$ cat config.mk
export PLATFORM = sky130hd
export DESIGN_NAME = e1_c12_justify_mapper
export DESIGN_NICKNAME = d
export VERILOG_FILES = /design/src/rtl/e1map_pkg.sv /design/src/rtl/e1_bit_store.sv /design/src/rtl/c12_slot_map.sv /design/src/rtl/e1_c12_justify_mapper.sv
export SDC_FILE = /design/constraint.sdc
export NUM_CORES = 1
export LEC_CHECK = 0
export BUFFER_PORTS_ARGS = -buffer_cell sky130_fd_sc_hd__buf_2
export CELL_PAD_IN_SITES_DETAIL_PLACEMENT = 1
export CELL_PAD_IN_SITES_GLOBAL_PLACEMENT = 1
export CORE_ASPECT_RATIO = 0.5
export CORE_MARGIN = 2
export CORE_UTILIZATION = 45
export DETAILED_ROUTE_END_ITERATION = 7
export PLACE_DENSITY = 0.7
export REMOVE_ABC_BUFFERS = 1
export SKIP_CTS_REPAIR_TIMING = 1
export SYNTH_ARGS = -nofsm -noshare
export SYNTH_HDL_FRONTEND = slang
export SYNTH_SLANG_ARGS = --single-unit
$ cat constraint.sdc
create_clock -name clk -period 12.8 [get_ports clk]
set_clock_uncertainty 0.05 [all_clocks]
set_input_delay 1.92 -clock clk [delete_from_list [all_inputs] [get_ports clk]]
set_output_delay 1.92 -clock clk [all_outputs]
set_load 0.02 [all_outputs]
$ cat src/rtl/e1map_pkg.sv
package e1map_pkg;
    typedef enum logic [1:0] {
        JUST_NOM  = 2'd0,
        JUST_MORE = 2'd1,
        JUST_LESS = 2'd2
    } just_mode_e;
endpackage

$ cat src/rtl/e1_bit_store.sv
// Circular bit store: one write per cycle, up to RDW bits read per cycle.
module e1_bit_store #(
    parameter int DEPTH = 128,
    parameter int RDW   = 8,
    localparam int AW   = $clog2(DEPTH),
    localparam int FW   = $clog2(DEPTH + 1),
    localparam int CW   = $clog2(RDW + 1)
) (
    input  logic          clk,
    input  logic          rst_n,
    input  logic          wr_en,
    input  logic          wr_bit,
    input  logic [CW-1:0] rd_cnt,
    output logic [RDW-1:0] head,
    output logic [FW-1:0] fill
);
    localparam logic [FW-1:0] FULL = FW'(DEPTH);

    typedef struct packed {
        logic [DEPTH-1:0] mem;
        logic [AW-1:0]    wp;
        logic [AW-1:0]    rp;
        logic [FW-1:0]    fill;
    } st_t;

    st_t q, d;
    logic [FW-1:0] after_rd;

    always_comb begin
        d        = q;
        after_rd = q.fill - FW'(rd_cnt);
        d.rp     = q.rp + AW'(rd_cnt);
        if (wr_en && (after_rd < FULL)) begin
            d.mem[q.wp] = wr_bit;
            d.wp        = q.wp + 1'b1;
            after_rd    = after_rd + 1'b1;
        end
        d.fill = after_rd;
    end

    always_ff @(posedge clk) begin
        if (!rst_n) q <= '0;
        else        q <= d;
    end

    generate
        for (genvar i = 0; i < RDW; i++) begin : g_head
            assign head[RDW-1-i] = q.mem[q.rp + AW'(i)];
        end
    endgenerate

    assign fill = q.fill;
endmodule

$ cat src/rtl/c12_slot_map.sv
// Byte shape for a super-frame index: which bits are data, fixed values.
module c12_slot_map
    import e1map_pkg::*;
#(
    parameter int C12_BYTES = 34,
    localparam int IW       = $clog2(4 * C12_BYTES)
) (
    input  logic [IW-1:0] idx,
    input  just_mode_e    mode,
    output logic [7:0]    mask,
    output logic [7:0]    fixed,
    output logic [3:0]    n_data
);
    localparam logic [IW-1:0] B1 = IW'(C12_BYTES);
    localparam logic [IW-1:0] B2 = IW'(2 * C12_BYTES);
    localparam logic [IW-1:0] B3 = IW'(3 * C12_BYTES);

    logic c1, c2;
    logic [IW-1:0] rel;

    assign c1 = (mode == JUST_MORE);
    assign c2 = (mode != JUST_LESS);

    always_comb begin
        mask  = 8'h00;
        fixed = 8'h00;
        rel   = '0;
        if (idx < B1) begin
            rel = idx;
            if (rel >= IW'(2)) mask = 8'hFF;
        end else if (idx < B3) begin
            rel = (idx < B2) ? idx - B1 : idx - B2;
            if (rel == '0)         fixed = {c1, c2, 6'b0};
            else if (rel >= IW'(2)) mask = 8'hFF;
        end else begin
            rel = idx - B3;
            if (rel == '0) begin
                fixed = {c1, c2, 6'b0};
                mask  = c1 ? 8'h01 : 8'h00;
            end else if (rel == IW'(1)) begin
                mask  = c2 ? 8'hFF : 8'hFE;
            end else if (rel >= IW'(3)) begin
                mask  = 8'hFF;
            end
        end
    end

    always_comb begin
        n_data = 4'd0;
        for (int b = 0; b < 8; b++) n_data = n_data + {3'b0, mask[b]};
    end
endmodule

$ cat src/rtl/e1_c12_justify_mapper.sv
module e1_c12_justify_mapper
    import e1map_pkg::*;
#(
    parameter int FIFO_DEPTH = 128,
    parameter int LO_MARK    = 32,
    parameter int HI_MARK    = 96,
    parameter int C12_BYTES  = 34
) (
    input  logic       clk,
    input  logic       rst_n,
    input  logic       e1_bit,
    input  logic       e1_valid,
    input  logic       slot_req,
    input  logic       sf_start,
    output logic [7:0] add_byte,
    output logic       add_replace
);
    localparam int SF_BYTES = 4 * C12_BYTES;
    localparam int IW       = $clog2(SF_BYTES);
    localparam int FW       = $clog2(FIFO_DEPTH + 1);
    localparam int CW       = $clog2(9);
    localparam logic [IW-1:0] LAST = IW'(SF_BYTES - 1);
    localparam logic [FW-1:0] LO   = FW'(LO_MARK);
    localparam logic [FW-1:0] HI   = FW'(HI_MARK);
    localparam logic [FW-1:0] MID  = FW'((LO_MARK + HI_MARK) / 2);

    typedef struct packed {
        logic [IW-1:0] idx;
        logic          synced;
        just_mode_e    mode;
        logic [7:0]    obyte;
        logic          orep;
    } st_t;

    st_t q, d;

    logic          take;
    logic [IW-1:0] cur_idx;
    logic [7:0]    map_mask, map_fixed, head;
    logic [3:0]    map_n;
    logic [CW-1:0] rd_cnt;
    logic [FW-1:0] fill;
    logic [2:0]    ptr;

    assign take    = slot_req && (sf_start || q.synced);
    assign cur_idx = sf_start ? '0 : q.idx;
    assign rd_cnt  = take ? CW'(map_n) : '0;

    e1_bit_store #(.DEPTH(FIFO_DEPTH), .RDW(8)) u_store (
        .clk    (clk),
        .rst_n  (rst_n),
        .wr_en  (e1_valid),
        .wr_bit (e1_bit),
        .rd_cnt (rd_cnt),
        .head   (head),
        .fill   (fill)
    );

    c12_slot_map #(.C12_BYTES(C12_BYTES)) u_map (
        .idx    (cur_idx),
        .mode   (q.mode),
        .mask   (map_mask),
        .fixed  (map_fixed),
        .n_data (map_n)
    );

    function automatic just_mode_e pick_mode(logic [FW-1:0] f, just_mode_e cur);
        if (f >= HI)                            return JUST_MORE;
        else if (f <= LO)                       return JUST_LESS;
        else if (cur == JUST_MORE && f > MID)   return JUST_MORE;
        else if (cur == JUST_LESS && f < MID)   return JUST_LESS;
        else                                    return JUST_NOM;
    endfunction

    always_comb begin
        d       = q;
        d.orep  = 1'b0;
        d.obyte = 8'h00;
        ptr     = 3'd7;
        if (take) begin
            d.synced = 1'b1;
            d.orep   = 1'b1;
            if (cur_idx == '0) d.mode = pick_mode(fill, q.mode);
            for (int b = 7; b >= 0; b--) begin
                if (map_mask[3'(b)]) begin
                    d.obyte[3'(b)] = head[ptr];
                    ptr            = ptr - 3'd1;
                end else begin
                    d.obyte[3'(b)] = map_fixed[3'(b)];
                end
            end
            d.idx = (cur_idx == LAST) ? '0 : cur_idx + 1'b1;
        end
    end

    always_ff @(posedge clk) begin
        if (!rst_n) q <= '0;
        else        q <= d;
    end

    assign add_byte    = q.obyte;
    assign add_replace = q.orep;

    logic [IW-1:0] idx_q;
    logic [1:0]    mode_q;
    logic          synced_q;
    assign idx_q    = q.idx;
    assign mode_q   = q.mode;
    assign synced_q = q.synced;
endmodule

Word level (Yosys, flattened, before mapping)
Index checks and enable logic that the tools add are counted.

Reduce and logical (&&, ||, !) cells: 11. $lt $le $gt $ge: 25. Multiplexer cells: 60. Add/sub/neg operators: 25. Eq/ne operators: 5.

Operators with widths (number): $bwmux W128 (1); $mux W8 (12); $lt A7 B8 Y1 const B (9); $bmux W1 S7 (8); $add A7 B3 Y7 const B (4); $add A4 B1 Y4 (6); $ge A8 B2 Y1 const B (3); $logic_not A8 Y1 (3); $lt A8 B7 Y1 const B (3); $mux W3 (7); $mux W1 (20); $add A8 B1 Y8 const B (2); $lt A3 B4 Y1 const B (4); $sub A8 B7 Y8 const B (2); $add A7 B1 Y7 const B (2); $add A7 B2 Y7 const B (2); $bmux W1 S3 (4); $mux W4 (3); $sub A3 B1 Y3 const B (3); $eq A8 B1 Y1 const B (1); $eq A8 B8 Y1 const B (1); $ge A8 B7 Y1 const B (1); $gt A8 B7 Y1 const B (1); $le A8 B6 Y1 const B (1); 15 further kinds (23).

Register bits: 170. Word-level logic and storage cells: 136. Output and inout bits: 9. Bits of input ports: 6.

Logic depth before layout (Yosys ltp)
Gate-level depths: netlist of run 1.

Depth after elaboration: 20. Depth in mapped cells: 23. Gate-level depth less buffers: 21.

Modules after synthesis
A second synthesis of run 1 with hierarchy kept.

Cells, all modules: 1660. Area total of the unflattened synthesis: 14207.4 µm².

By module, submodules not included: e1_bit_store (seq. area each 3002.9 µm², cells each 1453, area each 12585.8 µm², times used 1); e1_c12_justify_mapper (seq. area each 320.3 µm², cells each 121, area each 1044.8 µm², times used 1); c12_slot_map (seq. area each 0.0 µm², cells each 86, area each 576.8 µm², times used 1).

Least setup slack after synthesis of run 1
No wires, ideal clock.

Path kind: input to register. Start: input sf_start. End: register u_store.q[53] in the netlist's numbering. Data required time: 12.632 ns. Stages: 21. Path buffers: 1. Setup slack: 7.157 ns. Library setup time: 0.118 ns. Arrival: 5.475 ns. Cell sequence: inv_1 -> nand2_1 -> ha_1 -> xnor2_1 -> nand4_1 -> o32ai_1 -> nand3_1 -> o21bai_1 -> a31oi_1 -> ha_1 -> nand2_1 -> ha_1 -> or2_1 -> or3_1 -> o21ai_2 -> and3_1 -> buf_4 -> nand4_2 -> or4_1 -> nand3_1 -> o21ai_1.

Longest elaborated chain between the ends: 19. Elaborated cells between the ends (all ways): 35. Classes of those cells: add/sub (11); order compare (7); eq/ne (1); mux (11); reduce/logical (5).

Ends and longest elaborated chain: start, declared (RTL line e1_c12_justify_mapper.sv:14) `input logic sf_start,`; $mux W8 (RTL line e1_c12_justify_mapper.sv:46) `assign cur_idx = sf_start ? '0 : q.idx;`; $sub A8 B7 Y8 (tied with other cells) (RTL line c12_slot_map.sv:36) `rel = idx - B3;`; $ge A8 B2 Y1 / $mux W8 (equally long branches) (RTL line c12_slot_map.sv:42, c12_slot_map.sv:32); $mux W8 / $ge A8 B2 Y1 (equally long branches) (RTL line c12_slot_map.sv:42, c12_slot_map.sv:34); $mux W8, on equally long branches (RTL line c12_slot_map.sv:40, c12_slot_map.sv:34); $mux W8, on equally long branches (RTL line c12_slot_map.sv:37, c12_slot_map.sv:33); $mux W8 (RTL line c12_slot_map.sv:31) `end else if (idx < B3) begin`; $mux W8 (RTL line c12_slot_map.sv:28) `if (idx < B1) begin`; $add A1 B1 Y2 (RTL line c12_slot_map.sv:50) `for (int b = 0; b < 8; b++) n_data = n_data + {3'b0, mask[b]};`; $add A4 B1 Y4 (6 in series) (RTL line c12_slot_map.sv:50); $mux W4 * (RTL line e1_c12_justify_mapper.sv:47) `assign rd_cnt = take ? CW'(map_n) : '0;`; $sub A8 B4 Y8 * (RTL line e1_bit_store.sv:31) `after_rd = q.fill - FW'(rd_cnt);`; $lt A8 B8 Y1 * (RTL line e1_bit_store.sv:33) `if (wr_en && (after_rd < FULL)) begin`; $logic_and A1 B1 Y1 * (RTL line e1_bit_store.sv:33); end signal, assigned (RTL line e1_bit_store.sv:42) `if (!rst_n) q <= '0;`; end signal, assigned (RTL line e1_bit_store.sv:43) `else q <= d;`; end, declared (RTL line e1_bit_store.sv:26) `st_t q, d;`.

Every way passes the cells marked *; elsewhere a longest branch is shown, timed or not. A chain may end at the register's enable or synchronous reset.

Worst setup path after layout of run 1
Same ends and word-level chain as after synthesis.

==> out/metrics.cfg, run 1 <==
[die]
die_w_um=237
start_util=0.459
dieArea_mm2=0.0285
fp-row-count=42
dieHeight_um=120
ios=15
core_mm2=0.0265

[clock_tree]
cts_max_level=4
clk_pin_slew_ps=70
clockRootBuffer=clkbuf_16
clockBufferDepth=2
clock_sinks=166
clk_latency_ps=470
cts_tree=built
cts_made_buffers=17

[sta]
finalSetupViolCount=0
finalCriticalPeriod_ps=6760
rsz0062_at_grt=no
timing.slew.headroom=0.0418
hold_viol=0
period_share=0.528
max_freq_mhz=148
tightest_slew_ps=1430
timing.final.max_slew_violations=0
tns_ps=0

[route]
drtPass1Iterations=5
drcViolationCount=0
dr_total_vias=11200
detail-route-antenna-nets=0
avgRoutedWirePerCell_um=28.5
viasPerCell=7.00
drt_iter0_markers=1225
drt-total-wl_um=45500

[critical_path]
path_max_fanout=15
reg2reg_setup_slack_ps=7210
worstSetupStartpointType=input port
crit_type=in2reg
end_kind=flip-flop
crit_top_cell=ha_1
crit_chain=buf_2 > inv_1 > nand2_1 > ha_1 > xnor2_1 > nand4_1 > o21ai_0 > nand3_1 > o21bai_1 > a31oi_1 > ha_1 > nand2_1 > ha_1 > nand3b_1 > a21boi_1 > or3_1 > and3_1 > nand4_2 > or4_1 > nand3_1 > o21ai_1
cpMaxStageDelayCell=or4_1
slowest_delay_ps=750
r2r_start=idx_q[1]
reg2reg_depth=19
cp.required_ps=13100
critPathLaunch=sf_start
timing.rr.end=u_store.q[53]
crit_family=simple AND/OR/NAND/NOR gates
crit_arrival_ps=7060
crit_buf_inv=2

[pwr]
total_leakage_power_uw=0.00426
p_total_uw=1380
irDropWorstVdd_v=0.0000992
powerDensity_mw_per_mm2=107

[global_route]
use_met3=0.121
grt_pass1_vias=11300
grt-ovfl-total=0
grt_max_degree=81
grtUsageMet1=0.420
antenna_found_initial=0
grt_pass1_wl_um=69800
gr-usage-met2=0.511
busiest_layer=met2
gr-usage-all-layers=0.327

[cells_and_area]
num_antenna_cells=0
fin_nets=1257
layout-drive-gt1-share=0.185
n_fill_cell=2980
area_delta_synth_final_pct=6.53
multiInputGateArea_mm2=0.00825
seqCellArea_mm2=0.00333
stdcell_count=1593

[yosys]
syn-cell-area_mm2=0.0122
synth_edf_count=0
yosysSeqAreaShare=0.273
synthDominantCellAreaShare=0.273
synth_flop_cell=dfxtp_1
synthArstFlopShare=0
netlist_top_cells_area=dfxtp_1 27%, mux4_2 26%, a21oi_1 5.4%
synth_cells=1295
ys_types=71
synthTopCellsByCount=166 x dfxtp_1, 138 x mux4_2, 131 x a21oi_1
yosys.cell_count.top_type=dfxtp_1
syn_avg_cell_area_um2=9.40
ys_warn_count=0
ys_ff_latch=166
synth_top_area_cell=dfxtp_1

[min_path]
hp-start=synced_q
hold_depth=2
hold_end=synced_q
min_path_type=reg2reg

[place]
place_hpwl_um=29500
dp.cells=1561
place_congestion=0.887
portBuffers=10

[run_status]
outcome=completed

[run]
maxCapViolCount=0

-- cell type report --
cell class                      instances  share of cell area
Tap cell                              352              0.0339
Clock inverter                          9              0.0125
Sequential cell                       166               0.257
Clock buffer                           23              0.0384
Inverter                               18             0.00540
Multi-Input combinational cell        992               0.636
Timing Repair Buffer                   33              0.0174
-- report_power, final --
group | switching, uW | internal [uW] | total (uW) | leakage [uW]
registers | 25.1 | 532 | 557 | 0.00134
logic | 161 | 73.6 | 234 | 0.00260
clock network | 237 | 354 | 591 | 0.000320
total | 423 | 960 | 1380 | 0.00426
-- state kept, by name (all words and copies together), names as in the netlist --
register      count
idx_q             8
add_replace       1
add_byte          4
synced_q          1
mode_q            2
u_store.fill      8
u_store.q       142
-- worst max-delay path by stage --
stage | to | cells past startpoint | slack, ps
final | u_store.q[53] | 21 | 6040
after global routing | u_store.q[53] | 19 | 5590
after CTS | u_store.q[53] | 21 | 6120
after detailed placement | u_store.q[53] | 19 | 5660
after global placement | u_store.q[53] | 20 | 5910
after floorplan | add_byte[0] | 8 | 5680
-- placed cells by master, fill, tap and decap left out, types with 6 or more instances in the layout --
| master | synthesis | routed |
|---|---|---|
| a211oi_1 | 8 | 8 |
| a21oi_1 | 131 | 131 |
| a31oi_1 | 8 | 8 |
| and3_1 | 6 | 6 |
| buf_2 | 28 | 9 |
| buf_4 | 17 | 24 |
| clkbuf_16 | 0 | 17 |
| dfxtp_1 | 166 | 163 |
| ha_1 | 21 | 21 |
| inv_1 | 17 | 16 |
| mux2_2 | 7 | 7 |
| mux2i_1 | 63 | 63 |
| mux4_2 | 138 | 138 |
| nand2_1 | 75 | 75 |
| nand2b_1 | 11 | 11 |
| nand3_1 | 114 | 114 |
| nand4_1 | 14 | 14 |
| nor2_1 | 105 | 105 |
| nor2b_1 | 15 | 15 |
| nor3_1 | 14 | 14 |
| nor4_1 | 10 | 10 |
| o21ai_0 | 45 | 45 |
| o21ai_1 | 76 | 76 |
| or3_1 | 14 | 14 |
| xnor2_1 | 19 | 19 |
| xor2_1 | 17 | 15 |
-- routing by layer --
metal,vias up,routed length (um)
met3,103,5220
li1,4774,-
met5,-,0
met2,565,20500
met1,5712,18400
met4,0,1330
-- stage by stage --
stage                     hold WS [ps]  setup WS (ps)  instance area [um2]  utilization
after floorplan                    408           5680                11600            -
after global placement             433           5910                12300        0.464
after detailed placement           448           5660                12300        0.464
after CTS                          460           6120                13000        0.489
after global routing               473           5590                13000        0.489
final                              456           6040                13000        0.489
-- cell families after synthesis --
family | Yosys count | share of synthesized area
DFF | 166 | 0.273
and+or+nand+nor | 410 | 0.166
muxes | 208 | 0.313
AOI/OAI and AO/OA | 309 | 0.140
buffers and inverters | 140 | 0.0543
adders and majority gates | 24 | 0.0257
xor gates and xnor gates | 37 | 0.0272
other | 1 | 0.000308
-- worst register-to-register path: cells and delay by family (launching register included) --
kind            cells  cell delay, ps
compound gates      5             990
xor+xnor            1             130
fa+ha+maj           3             850
flops               1             600
simple gates       10            2880
No activity file was read; power rests on OpenSTA's default activity.
==> run 2: changes to the inputs <==
==> constraint.sdc (replaced) <==
create_clock -name clk -period 6.76 [get_ports clk]
set_clock_uncertainty 0.05 [all_clocks]
set_input_delay 1.014 -clock clk [delete_from_list [all_inputs] [get_ports clk]]
set_output_delay 1.014 -clock clk [all_outputs]
set_load 0.02 [all_outputs]
==> run 2 against run 1 <==
  * Sequential share of layout area is 0.072 points higher
  * Combinational power is 91% higher
  * Non-clock buffer count is 8 higher
  * Final cell count is 0.50% higher
  * Routed wire length is 0.11% lower
  * Worst setup slack worse by 5000 ps
  * Design area is 0.28% lower
  * Largest cell class unchanged
  * Highest routed layer unchanged
==> out/metrics.cfg, run 2 (same netlist as run 1, synthesis figures left out) <==
[sta]
finalSetupViolCount=0  ; unchanged
hold_viol=0  ; unchanged
finalCriticalPeriod_ps=5720
timing.final.max_slew_violations=0  ; unchanged
hold_ws_ps=450  ; was 456 ps
layout_setup_ws_ps=1040  ; was 6040 ps
timing.slew.headroom=0.185  ; was 0.0418
rsz0062_at_grt=no  ; unchanged
period_share=0.847
max_freq_mhz=175
tightest_slew_ps=1220  ; was 1430 ps

[cells_and_area]
layout_common_cells=163 x dfxtp_1, 138 x mux4_2, 131 x a21oi_1  ; unchanged
fin_nets=1265  ; was 1257
area_delta_synth_final_pct=6.24  ; was 6.53%
n_fill_cell=2994  ; was 2980
largest_reg_flops=142  ; unchanged
layout-drive-gt1-share=0.189  ; was 0.185
num_antenna_cells=0  ; unchanged
final_common_cell=dfxtp_1  ; unchanged
top_register=u_store.q  ; unchanged

[die]
ios=15  ; unchanged
dieHeight_um=120  ; unchanged
fp-row-count=42  ; unchanged
die_w_um=237  ; unchanged
start_util=0.459  ; unchanged
dieArea_mm2=0.0285  ; unchanged
core_mm2=0.0265  ; unchanged

[global_route]
grt_pass1_wl_um=70000  ; was 69800 um
gr-usage-all-layers=0.328  ; was 0.327
grt_max_degree=96  ; was 81
antenna_found_initial=0  ; unchanged
grt-ovfl-total=0  ; unchanged
grt_pass1_vias=11300  ; about the same

[critical_path]
reg2reg_depth=19  ; unchanged
crit_buf_inv=2  ; unchanged
crit_family=simple AND/OR/NAND/NOR gates  ; unchanged
cpMaxStageDelayCell=or3_1  ; was or4_1
crit_chain=buf_2 > inv_1 > nand2_1 > ha_1 > xnor2_1 > nand4_1 > o32ai_1 > nand3_1 > o21bai_1 > a31oi_1 > ha_1 > nand2_1 > ha_1 > nand3b_1 > a21boi_1 > or3_1 > and3_1 > nand2_2 > or3_1 > o21ai_1 > a21oi_1  ; was buf_2 > inv_1 > nand2_1 > ha_1 > xnor2_1 > nand4_1 > o21ai_0 > nand3_1 > o21bai_1 > a31oi_1 > ha_1 > nand2_1 > ha_1 > nand3b_1 > a21boi_1 > or3_1 > and3_1 > nand4_2 > or4_1 > nand3_1 > o21ai_1
path_max_fanout=16  ; was 15
end_kind=flip-flop  ; unchanged
r2r_start=idx_q[1]  ; unchanged
crit_top_cell=ha_1  ; unchanged
reg2reg_setup_slack_ps=1300  ; was 7210 ps
worstSetupStartpointType=input port  ; unchanged
slowest_delay_ps=780  ; was 750 ps
timing.rr.end=u_store.q[143]  ; was u_store.q[53]
crit_type=in2reg  ; unchanged
crit_arrival_ps=5970  ; was 7060 ps
cp.required_ps=7010  ; was 13100 ps

[clock_tree]
clk_latency_ps=460  ; was 470 ps
cts_tree=built  ; unchanged
clock_sinks=166  ; unchanged
cts_made_buffers=17  ; unchanged
clockBufferDepth=2  ; unchanged
clk_pin_slew_ps=60  ; was 70 ps
clockRootBuffer=clkbuf_16  ; unchanged
cts_max_level=4  ; unchanged

[route]
avgRoutedWirePerCell_um=28.4  ; was 28.5 um
drcViolationCount=0  ; unchanged
detail-route-antenna-nets=0  ; unchanged
drtPass1Iterations=5  ; unchanged
dr_total_vias=11300  ; was 11.2k
drt_iter0_markers=1227  ; was 1225
drt-total-wl_um=45400  ; was 45500 um
viasPerCell=7.05  ; was 7.00

[run]
maxCapViolCount=0  ; unchanged

[pwr]
irDropWorstVdd_v=0.000173  ; was 0.0000992 V
p_total_uw=2470  ; was 1380 uW
powerDensity_mw_per_mm2=191  ; was 107 mW/mm2
total_leakage_power_uw=0.00425  ; was 0.00426 uW

[min_path]
hold_depth=2  ; unchanged
min_path_type=reg2reg  ; unchanged
hold_end=synced_q  ; unchanged
hp-start=synced_q  ; unchanged

[place]
portBuffers=10  ; unchanged
place_hpwl_um=30400  ; was 29500 um
place_congestion=0.921  ; was 0.887
dp_slack_ps=693  ; was 5660 ps

[run_status]
outcome=completed  ; unchanged

[run 2: cell types whose count changed in the layout (fill, tap and decap cells not counted)]
cell | previous run | this run
clkinvlp_4 | 1 | 4
buf_4 | 24 | 32
clkinv_2 | 0 | 2
clkinv_4 | 3 | 2
bufinv_16 | 4 | 1
nor3_4 | 1 | 0
clkbuf_8 | 5 | 3
nor3_2 | 3 | 4
clkbuf_1 | 1 | 2
[run 2: how the worst max path moves through the flow]
stage / start / end / slack, ps / depth (start not counted)
after global placement: sf_start / u_store.q[63] / 960 / 21
after detailed placement: sf_start / u_store.q[63] / 690 / 21
after floorplan: u_store.q[8] / add_byte[0] / -360 / 8
after global routing: sf_start / u_store.q[63] / 570 / 19
after CTS: sf_start / u_store.q[71] / 1070 / 21
final: sf_start / u_store.q[143] / 1040 / 21
[run 2: metrics by stage]
step	area [um2]	utilization	TNS, ps	instances
final	12900	0.488	0	1601
after global routing	12900	0.488	0	1601
after CTS	12900	0.488	0	1601
after detailed placement	12400	0.466	0	1569
after global placement	12400	0.466	0	1569
after floorplan	11600	-	-827	1176
[run 2: layout make-up]
class                      count  area, um2  area share
sequential                   166       3330       0.257
multi-input combinational    992       8240       0.637
clock buffer                  22        474      0.0367
clock inverter                10       96.3     0.00745
tap                          352        440      0.0340
timing repair buffer          41        285      0.0220
inverter                      18       70.1     0.00542
[run 2: routing by layer]
layer  track usage  wire length (um)
met4         0.120              1450
met5             0                 0
met1         0.431             18500
met3         0.102              4900
met2         0.512             20500
[run 2: report_power, final]
part / switching, uW / leakage, uW / total, uW / internal [uW]
Clock: 437 / 0.000269 / 973 / 537
Combinational: 306 / 0.00264 / 446 / 141
Sequential: 43.7 / 0.00134 / 1050 / 1010
[run 2: tightest hold or removal path: stages, from the launching register on]
cell     delay [ps]
dfxtp_1         320
nor2_1          100
nor2_1           40
==> run 3: changes to the inputs <==
==> constraint.sdc (replaced) <==
create_clock -name clk -period 5.5 [get_ports clk]
set_clock_uncertainty 0.05 [all_clocks]
set_input_delay 0.825 -clock clk [delete_from_list [all_inputs] [get_ports clk]]
set_output_delay 0.825 -clock clk [all_outputs]
set_load 0.02 [all_outputs]
==> run 3 against run 2 <==
  * Hold slack better by 7.5 ps
  * Sequential cell count unchanged
  * First-iteration DRC count grew 14%
  * Total power up 31%
  * Critical path depth shrank 2
  * Count of clock-buffer cells in the layout is the same
  * Final cell count up 0.75%
==> out/metrics.cfg, run 3 (same netlist as run 1, synthesis figures left out) <==
[run_status]
outcome=completed  ; unchanged

[run]
maxCapViolCount=0  ; unchanged

[sta]
rsz0062_at_grt=no  ; unchanged
tns_ps=0  ; unchanged
finalSetupViolCount=0  ; unchanged
timing.slew.headroom=0.240  ; was 0.185
timing.final.max_slew_violations=0  ; unchanged
finalCriticalPeriod_ps=5070
max_freq_mhz=197
hold_viol=0  ; unchanged
hold_ws_ps=457  ; was 450 ps
tightest_slew_ps=1140  ; was 1220 ps
period_share=0.923

[clock_tree]
cts_made_buffers=17  ; unchanged
clockRootBuffer=clkbuf_16  ; unchanged
clockBufferDepth=2  ; unchanged
clock_sinks=166  ; unchanged
clk_latency_ps=460  ; about the same
cts_max_level=4  ; unchanged
cts_tree=built  ; unchanged
clk_pin_slew_ps=70  ; was 60 ps

[die]
start_util=0.459  ; unchanged
fp-row-count=42  ; unchanged
die_w_um=237  ; unchanged
dieHeight_um=120  ; unchanged
core_mm2=0.0265  ; unchanged
dieArea_mm2=0.0285  ; unchanged
ios=15  ; unchanged

[critical_path]
crit_arrival_ps=5420  ; was 5970 ps
reg2reg_setup_slack_ps=430  ; was 1300 ps
end_kind=flip-flop  ; unchanged
r2r_start=idx_q[1]  ; unchanged
crit_end=u_store.q[131]  ; was u_store.q[143]
crit_type=reg2reg  ; was in2reg
cp.required_ps=5840  ; was 7010 ps
path_max_fanout=16  ; unchanged
worstSetupStartpointType=flip-flop  ; was input port
critPathLaunch=idx_q[1]  ; was sf_start
reg2reg_depth=19  ; unchanged
timing.rr.end=u_store.q[131]  ; was u_store.q[143]

[place]
portBuffers=10  ; unchanged
dp.cells=1581  ; was 1569
place_congestion=0.947  ; was 0.921
place_hpwl_um=30300  ; was 30400 um
dpl_cell_area_mm2=0.0125  ; was 0.0124 mm2

[pwr]
irDropWorstVdd_v=0.000221  ; was 0.000173 V
total_leakage_power_uw=0.00436  ; was 0.00425 uW
p_total_uw=3250  ; was 2470 uW
powerDensity_mw_per_mm2=247  ; was 191 mW/mm2

[route]
drt-total-wl_um=45000  ; was 45400 um
drt_iter0_markers=1400  ; was 1227
dr_total_vias=11300  ; about the same
detail-route-antenna-nets=0  ; unchanged
avgRoutedWirePerCell_um=27.9  ; was 28.4 um
drcViolationCount=0  ; unchanged
viasPerCell=7.01  ; was 7.05
drtPass1Iterations=5  ; unchanged

[cells_and_area]
fin_nets=1277  ; was 1265
final_common_cell=dfxtp_1  ; unchanged
num_antenna_cells=0  ; unchanged
layout_common_cells=163 x dfxtp_1, 138 x mux4_2, 131 x a21oi_1  ; unchanged
largest_reg_flops=142  ; unchanged
area_delta_synth_final_pct=7.75  ; was 6.24%
stdcell_count=1613  ; was 1601
fin_area_mm2=0.0131  ; was 0.0129 mm2
layout-drive-gt1-share=0.197  ; was 0.189
top_register=u_store.q  ; unchanged

[global_route]
grt-ovfl-total=0  ; unchanged
antenna_found_initial=0  ; unchanged
grt_pass1_wl_um=69100  ; was 70000 um
gr-usage-all-layers=0.322  ; was 0.328
grt_pass1_vias=11100  ; was 11.3k
grt_max_degree=69  ; was 96

[min_path]
min_path_type=reg2reg  ; unchanged

==> run 3: changes by cell type in the layout (fill, tap and decap cells not counted), sizes merged <==
cell,previous run,this run
bufinv,1,5
clkinv,4,2
inv,19,20
clkinvlp,4,1
buf,41,53
==> run 3: where the power goes <==
group          switching [uW]  total [uW]  internal (uW)
Clock                     543        1390            845
Combinational             377         564            188
Sequential               56.0        1290           1240
Total                     975        3250           2270
==> run 3: worst min path at each step <==
stage | from | to | slack [ps] | depth (start not counted)
5_1_grt | synced_q | synced_q | 500 | 2
6_report | synced_q | synced_q | 460 | 2
3_5_place_dp | synced_q | synced_q | 450 | 2
4_1_cts | synced_q | synced_q | 470 | 2
2_1_floorplan | synced_q | synced_q | 410 | 2
3_3_place_gp | synced_q | synced_q | 420 | 2
==> run 3: final cells by class <==
cell class	instances	area [um2]
repair buffers	53	375
flip-flops and latches	166	3330
multi-input cells	992	8240
well taps	352	440
fillers	2960	13400
clock buffers	22	474
clock inverters	10	190
inverters	18	70.1
==> run 3: per-stage QoR <==
step                 util  worst slack [ps]
floorplan               -             -1620
global placement    0.469               406
detailed placement  0.469              90.3
CTS                 0.494               491
global route        0.494              63.1
finish              0.494               426
==> run 3: critical path, stage by stage, from the launching register on <==
cell and delay, ps:
dfxtp_1 600, nand2_1 100, ha_1 240, xnor2_1 160, nand4_1 130, o32ai_1 170, nand3_1 110, o21bai_1 190
a31o_2 160, ha_1 140, nand2_1 130, ha_1 370, nand3b_1 110, a21boi_1 360, or3_1 270, and3_1 250
nand2_2 130, nor2_2 920, nand3_1 220, a21oi_1 180
==> run 3: metal layers <==
layer	vias up	part of all wire	GRT usage
met5	-	0	0
met4	0	0.026	0.116
met3	85	0.10	0.0806
met2	579	0.46	0.500
met1	5827	0.41	0.439
li1	4811	-	-
